<file path="src/rtl/tag_cam_pkg.sv">
package tag_cam_pkg;
  typedef enum logic [1:0] {
    OP_LOOKUP = 2'b00,
    OP_WRITE  = 2'b01,
    OP_STWR   = 2'b10,
    OP_STRD   = 2'b11
  } cam_op_e;
endpackage

</file>
<file path="src/rtl/tag_cam_prienc.sv">
module tag_cam_prienc #(
  parameter int N  = 16,
  parameter int IW = $clog2(N)
) (
  input  logic [N-1:0]  match_vec,
  output logic          any_match,
  output logic [IW-1:0] first_idx
);
  always_comb begin
    first_idx = '0;
    for (int i = N - 1; i >= 0; i--) begin
      if (match_vec[i]) first_idx = IW'(i);
    end
    any_match = |match_vec;
  end
endmodule

</file>
<file path="src/rtl/tag_cam_store.sv">
module tag_cam_store #(
  parameter int N    = 16,
  parameter int TW   = 32,
  parameter int SW   = 4,
  parameter int IW   = $clog2(N)
) (
  input  logic          clk,
  input  logic          rst_n,
  input  logic          wr_tag_en,
  input  logic          wr_st_en,
  input  logic [IW-1:0] wr_idx,
  input  logic [TW-1:0] wr_tag,
  input  logic [SW-1:0] wr_st,
  input  logic [TW-1:0] cmp_tag,
  output logic [N-1:0]  match_vec,
  input  logic [IW-1:0] rd_idx,
  output logic [SW-1:0] rd_st
);
  logic [TW-1:0] tag_q [N];
  logic [TW-1:0] tag_d [N];
  logic [SW-1:0] st_q  [N];
  logic [SW-1:0] st_d  [N];

  genvar g;
  generate
    for (g = 0; g < N; g++) begin : g_slot
      assign match_vec[g] = (tag_q[g] == cmp_tag);

      always_comb begin
        tag_d[g] = tag_q[g];
        st_d[g]  = st_q[g];
        if (wr_tag_en && wr_idx == IW'(g)) tag_d[g] = wr_tag;
        if (wr_st_en  && wr_idx == IW'(g)) st_d[g]  = wr_st;
      end

      always_ff @(posedge clk or negedge rst_n) begin
        if (!rst_n) begin
          tag_q[g] <= '0;
          st_q[g]  <= '0;
        end else begin
          tag_q[g] <= tag_d[g];
          st_q[g]  <= st_d[g];
        end
      end
    end
  endgenerate

  assign rd_st = st_q[rd_idx];

  // a state write is visible in the addressed slot on the next cycle
  p_state_held_r7: assert property (@(posedge clk) disable iff (!rst_n)
    wr_st_en |=> st_q[$past(wr_idx)] == $past(wr_st));
  // a full write lands its tag
  p_tag_held_r6: assert property (@(posedge clk) disable iff (!rst_n)
    wr_tag_en |=> tag_q[$past(wr_idx)] == $past(wr_tag));
endmodule

</file>
<file path="src/rtl/tag_cam_order.sv">
module tag_cam_order #(
  parameter int N  = 16,
  parameter int IW = $clog2(N)
) (
  input  logic          clk,
  input  logic          rst_n,
  input  logic          touch_en,
  input  logic [IW-1:0] touch_idx,
  output logic [IW-1:0] lru_idx
);
  // position 0 is least recent, position N-1 most recent
  logic [IW-1:0] ord_q [N];
  logic [IW-1:0] ord_d [N];
  logic [N-1:0]  at_pos;
  logic [N-1:0]  passed;
  logic [N-1:0]  cover_mask;

  always_comb begin
    for (int p = 0; p < N; p++) at_pos[p] = (ord_q[p] == touch_idx);
    passed[0] = at_pos[0];
    for (int p = 1; p < N; p++) passed[p] = passed[p-1] | at_pos[p];
  end

  always_comb begin
    for (int p = 0; p < N; p++) ord_d[p] = ord_q[p];
    if (touch_en) begin
      for (int p = 0; p < N - 1; p++) begin
        if (passed[p]) ord_d[p] = ord_q[p+1];
      end
      ord_d[N-1] = touch_idx;
    end
  end

  always_ff @(posedge clk or negedge rst_n) begin
    if (!rst_n) begin
      for (int p = 0; p < N; p++) ord_q[p] <= IW'(p);
    end else if (touch_en) begin
      for (int p = 0; p < N; p++) ord_q[p] <= ord_d[p];
    end
  end

  assign lru_idx = ord_q[0];

  always_comb begin
    cover_mask = '0;
    for (int p = 0; p < N; p++) cover_mask[ord_q[p]] = 1'b1;
  end

  // the ordering stays a permutation of all slots
  p_perm_r5: assert property (@(posedge clk) disable iff (!rst_n)
    &cover_mask);
  // a refreshed slot becomes most recent
  p_touch_mru_r5: assert property (@(posedge clk) disable iff (!rst_n)
    touch_en |=> ord_q[N-1] == $past(touch_idx));
  // without a refresh, the victim does not move
  p_hold_r5: assert property (@(posedge clk) disable iff (!rst_n)
    !touch_en |=> $stable(lru_idx));
endmodule

</file>
<file path="src/rtl/tag_cam_lru.sv">
module tag_cam_lru #(
  parameter int NUM_ENT = 16,
  parameter int TAG_W   = 32,
  parameter int ST_W    = 4,
  localparam int IDX_W  = $clog2(NUM_ENT)
) (
  input  logic             clk,
  input  logic             rst_n,
  input  logic             req_valid,
  input  logic [1:0]       req_op,
  input  logic [IDX_W-1:0] req_idx,
  input  logic [TAG_W-1:0] req_tag,
  input  logic [ST_W-1:0]  req_state,
  output logic             rsp_valid,
  output logic             rsp_hit,
  output logic [IDX_W-1:0] rsp_idx,
  output logic [ST_W-1:0]  rsp_state
);
  import tag_cam_pkg::*;

  // reset: asserted asynchronously, released through two flops
  logic rst_meta_q, rst_sync_n;
  always_ff @(posedge clk or negedge rst_n) begin
    if (!rst_n) begin
      rst_meta_q <= 1'b0;
      rst_sync_n <= 1'b0;
    end else begin
      rst_meta_q <= 1'b1;
      rst_sync_n <= rst_meta_q;
    end
  end

  cam_op_e          op;
  logic [NUM_ENT-1:0] match_vec;
  logic             any_match;
  logic [IDX_W-1:0] hit_idx, lru_idx, rd_idx, touch_idx;
  logic [ST_W-1:0]  rd_st;
  logic             wr_tag_en, wr_st_en, touch_en;

  assign op        = cam_op_e'(req_op);
  assign wr_tag_en = req_valid && (op == OP_WRITE);
  assign wr_st_en  = req_valid && (op == OP_WRITE || op == OP_STWR);
  assign touch_en  = wr_tag_en || (req_valid && op == OP_LOOKUP && any_match);
  assign touch_idx = (op == OP_WRITE) ? req_idx : hit_idx;
  assign rd_idx    = (op == OP_LOOKUP) ? hit_idx : req_idx;

  tag_cam_store #(.N(NUM_ENT), .TW(TAG_W), .SW(ST_W), .IW(IDX_W)) i_store (
    .clk(clk), .rst_n(rst_sync_n),
    .wr_tag_en(wr_tag_en), .wr_st_en(wr_st_en), .wr_idx(req_idx),
    .wr_tag(req_tag), .wr_st(req_state), .cmp_tag(req_tag),
    .match_vec(match_vec), .rd_idx(rd_idx), .rd_st(rd_st)
  );

  tag_cam_prienc #(.N(NUM_ENT), .IW(IDX_W)) i_prienc (
    .match_vec(match_vec), .any_match(any_match), .first_idx(hit_idx)
  );

  tag_cam_order #(.N(NUM_ENT), .IW(IDX_W)) i_order (
    .clk(clk), .rst_n(rst_sync_n),
    .touch_en(touch_en), .touch_idx(touch_idx), .lru_idx(lru_idx)
  );

  // response next-state
  logic             hit_d;
  logic [IDX_W-1:0] idx_d;
  logic [ST_W-1:0]  st_d;
  cam_op_e          rsp_op_q;

  always_comb begin
    hit_d = 1'b0;
    idx_d = req_idx;
    st_d  = req_state;
    unique case (op)
      OP_LOOKUP: begin
        hit_d = any_match;
        idx_d = any_match ? hit_idx : lru_idx;
        st_d  = any_match ? rd_st : '0;
      end
      OP_STRD:  st_d = rd_st;
      default:  ;
    endcase
  end

  always_ff @(posedge clk or negedge rst_sync_n) begin
    if (!rst_sync_n) begin
      rsp_valid <= 1'b0;
      rsp_hit   <= 1'b0;
      rsp_idx   <= '0;
      rsp_state <= '0;
      rsp_op_q  <= OP_LOOKUP;
    end else begin
      rsp_valid <= req_valid;
      if (req_valid) begin
        rsp_hit   <= hit_d;
        rsp_idx   <= idx_d;
        rsp_state <= st_d;
        rsp_op_q  <= op;
      end
    end
  end

  // one response per request, one cycle later
  p_rsp_follows_r2: assert property (@(posedge clk) disable iff (!rst_sync_n)
    req_valid |=> rsp_valid);
  p_rsp_quiet_r2: assert property (@(posedge clk) disable iff (!rst_sync_n)
    !req_valid |=> !rsp_valid);
  // a miss carries a zero state
  p_miss_zero_r4: assert property (@(posedge clk) disable iff (!rst_sync_n)
    (rsp_valid && rsp_op_q == OP_LOOKUP && !rsp_hit) |-> rsp_state == '0);
  // only lookups report a hit
  p_hit_only_lookup_r3: assert property (@(posedge clk) disable iff (!rst_sync_n)
    (rsp_valid && rsp_op_q != OP_LOOKUP) |-> !rsp_hit);
  // addressed operations echo the slot index
  p_echo_idx_r8: assert property (@(posedge clk) disable iff (!rst_sync_n)
    (req_valid && op != OP_LOOKUP) |=> rsp_idx == $past(req_idx));
endmodule

</file>
<file path="config.mk">
export PLATFORM = sky130hd
export DESIGN_NAME = tag_cam_lru
export DESIGN_NICKNAME = d
export VERILOG_FILES = /design/src/rtl/tag_cam_pkg.sv /design/src/rtl/tag_cam_prienc.sv /design/src/rtl/tag_cam_store.sv /design/src/rtl/tag_cam_order.sv /design/src/rtl/tag_cam_lru.sv
export SDC_FILE = /design/constraint.sdc
export NUM_CORES = 1
export LEC_CHECK = 0
export ABC_AREA = 1
export BUFFER_PORTS_ARGS = -buffer_cell sky130_fd_sc_hd__clkbuf_2
export CORE_ASPECT_RATIO = 1.4
export CORE_UTILIZATION = 30
export CTS_CLUSTER_SIZE = 12
export DETAILED_ROUTE_END_ITERATION = 16
export SLEW_MARGIN = 20
export SYNTH_ARGS = -nofsm -noshare
export SYNTH_HDL_FRONTEND = slang
export SYNTH_HIERARCHICAL = 1
export SYNTH_SLANG_ARGS = --single-unit
</file>
<file path="constraint.sdc">
create_clock -name clk -period 19.61 [get_ports clk]
set_input_delay 0.9805 -clock clk [delete_from_list [all_inputs] [get_ports clk]]
set_output_delay 0.9805 -clock clk [all_outputs]
set_load 0.01 [all_outputs]
</file>
==> metrics.md <==
| Metric | Value |
|---|---|
| WP data required | `20.21 ns` |
| Clock Latency Late Sink | `0.66 ns` |
| Die Ht | `409 um` |
| Residual DRC | `0` |
| Fin util | `33.6%` |
| Setup Fix Bufs, Post-CTS | `0` |
| CP endpoint kind | `register` |
| Max_cap viols | `0` |
| Synth area leaders | `dfrtp_1, nand2_1, o21ai_0` |
| Die ar. | `120000 um2` |
| Final GP Congestion | `0.865` |
| Fmax | `169 MHz` |
| Avg WL per Cell | `15.6 um` |
| DR vias | `30400` |
| Rows | `148` |
| RR Startpoint | `i_store/tag_q[25]` |
| Clk_skew | `0.0401 ns` |
| Area growth syn-to-layout | `10.8%` |
| Final antenna-violating net count | `0` |
| Critical path's slowest cell | `o21ai_2` |
| Congestion Overflow GR | `0` |
| Root buf cell | `clkbuf_16` |
| CP Max Fanout | `18` |
| CTS resizes | `0` |
| Seq/Total Area, Yosys | `46.1%` |
| Largest net degree at the start of global routing | `184` |
| Nets | `5166` |
| Commonest non-fill, non-tap cell in the layout | `nand2_1` |
| CP arrival | `6.52 ns` |
| CTS tree | `done` |
| CTS max path bufs | `3` |
| Worst Setup EP | `i_order/ord_q[7]` |
| Post-synth net total | `5270` |
| Initial antenna violation count | `13` |
| Peak VDD IR | `0.0856 mV` |
| WS Path Type | `primary input to register` |
| Relative slew slack | `26.5%` |
| Reg clk slew, reported paths | `0.06 ns` |
| Setup tns final | `0 ns` |
| Vias per cell | `4.50` |
| Worst r2r dst | `i_order/ord_q[7]` |
| Syn Inst Count | `5221` |
| Mapped Area | `35500 um2` |
| HPWL after detailed placement | `68.5 mm` |
| Status | `completed` |
| Initial Util | `30.4%` |
| FF+latch count, synth | `652` |
| Most frequent cells in the layout | `nand2_1, inv_1, dfrtp_1` |
| I/O Pins | `55` |
| Share of the synthesized area in the top cell type | `43.7%` |
| Leading area contributor after synthesis | `dfrtp_1` |
| Worst Hold Class | `primary input to async pin` |
| Final wirelength | `106 mm` |
| Synth unique cells | `42` |
| Fin. Hold Viols | `0` |
| Final min period | `5.92 ns` |
| Worst-margin pin slew | `1.10 ns` |
| Vias in the first global route | `28200` |
| Worst r2r path cells | `31` |
| CP startpoint | `req_tag[21]` |
| Tcrit/Tclk final | `30.2%` |
| Pwr Density | `98.9 nW/um2` |
| Clk sinks | `652` |
| Final Slew Violations | `0` |
| Startpoint Class | `primary input` |
| Most frequent CP cell | `nand2_1` |
| Port Buffer Count | `54` |
| Leakage power | `19.6 nW` |
| Drt pass-1 iters | `6` |
| Worst reg-to-reg setup slack | `14.33 ns` |
| Avg Inst Size Synth | `6.80 um2` |
| Iter 0 DRT Violations | `2593` |
| Core Area | `117000 um2` |
| Die X | `293 um` |
| Share of layout cells above drive strength 1 | `5.74%` |
| First-pass GRT wire length | `164 mm` |
| Final setup violating endpoints | `0` |
| Yosys Warn Count | `6` |
| Number of hold buffers added after CTS | `0` |
| H-tree lvl count | `3` |
| Unrepaired setup endpoints after global routing | `no` |
| GR Util All Layers | `17.6%` |
| Largest stage delay on the critical path | `0.88 ns` |
| CTS Buf Count | `74` |
per-stage QoR:
stage / setup slack (ns) / cells / power [mW] / area, um2 / hold WS (ns)
6_report: 13.69 / 6751 / 3.89 / 39300 / 0.0988
3_5_place_dp: 13.06 / 6615 / 2.49 / 36800 / 0.335
3_3_place_gp: 12.99 / 6615 / 2.47 / 36800 / 0.334
2_1_floorplan: 0.147 / 5221 / 2.30 / 35500 / 0.331
4_1_cts: 13.75 / 6747 / 3.93 / 39300 / 0.0435
5_1_grt: 13.17 / 6750 / 4.13 / 39300 / 0.0667
report_power, final:
group	total, mW	internal (mW)	switching, mW
logic	0.711	0.261	0.450
registers	1.76	1.58	0.175
clock network	1.42	0.825	0.594
layer usage:
layer / vias up / wire length [um] / track usage, %
met5: - / 82 / 0
met4: 14 / 3100 / 6.77
met3: 167 / 4440 / 2.30
met2: 574 / 51900 / 30.3
met1: 14100 / 46100 / 22.3
li1: 15500 / - / -
Yosys cell counts:
| master | number |
|---|---|
| nand2_1 | 2347 |
| inv_1 | 640 |
| dfrtp_1 | 620 |
| o21ai_0 | 620 |
| nor2_1 | 392 |
| clkbuf_1 | 137 |
| buf_2 | 96 |
| nand3_1 | 60 |
| xor2_1 | 58 |
| dfstp_2 | 32 |
| a21oi_1 | 29 |
| o21ai_1 | 23 |
| o211ai_1 | 22 |
| xnor2_1 | 19 |
| nand2_2 | 15 |
| nand4_1 | 13 |
| nor2_2 | 12 |
| inv_2 | 11 |
| buf_1 | 10 |
| buf_6 | 9 |
| nand3_2 | 7 |
| buf_4 | 6 |
| nor3_1 | 6 |
| nor4_1 | 5 |
| a21oi_2 | 4 |
| ha_1 | 4 |
| inv_4 | 3 |
| a21oi_4 | 2 |
| buf_8 | 2 |
| inv_6 | 2 |
| nand3b_1 | 2 |
| nand4_2 | 2 |
| nand4_4 | 2 |
| a21o_1 | 1 |
| conb_1 | 1 |
| mux2_2 | 1 |
| nand2_4 | 1 |
| nor2_4 | 1 |
| nor3b_1 | 1 |
| nor4b_1 | 1 |
| or2_1 | 1 |
| or2_2 | 1 |
registers in the layout, summed over array words and instances, names as in the netlist:
signal	flops
rsp_idx	4
rst_meta_q	1
i_store/st_q	64
rsp_hit	1
rst_sync_n	1
i_store/tag_q	512
i_order/lru_idx	4
rsp_state	4
i_order/ord_q	60
rsp_valid	1
critical path, delay by kind of cell:
kind | cells | cell delay [ns]
buffers and inverters | 3 | 0.91
AND/OR/NAND/NOR | 27 | 3.66
AO/OA/AOI/OAI | 2 | 0.95
kinds of logic after synthesis:
family	synth area share, %
compound gates	10.2
fa+ha+maj	0.141
simple gates	31.3
xor+xnor	1.90
mux	0.0317
other cells	0.0106
flops	46.1
buf+inv	10.4
cell type report:
| type | instances | area, um2 |
|---|---|---|
| fill | 12600 | 77500 |
| clock buffer | 112 | 2180 |
| sequential | 652 | 16400 |
| tap | 1575 | 1970 |
| timing repair buffer | 80 | 498 |
| clock inverter | 20 | 289 |
| antenna | 3 | 7.51 |
| inverter | 656 | 2480 |
| multi-input combinational | 3653 | 15500 |
how the worst min path moves through the flow:
stage                            end  cells after the start       start  slack [ns]
after floorplan           rst_sync_n                      0  rst_meta_q        0.33
after global placement    rst_sync_n                      0  rst_meta_q        0.33
after detailed placement  rst_sync_n                      0  rst_meta_q        0.33
after CTS                 rst_meta_q                      1       rst_n        0.04
after global routing      rst_meta_q                      1       rst_n        0.07
final                     rst_meta_q                      1       rst_n         0.1
No activity file was read; power rests on OpenSTA's default activity.
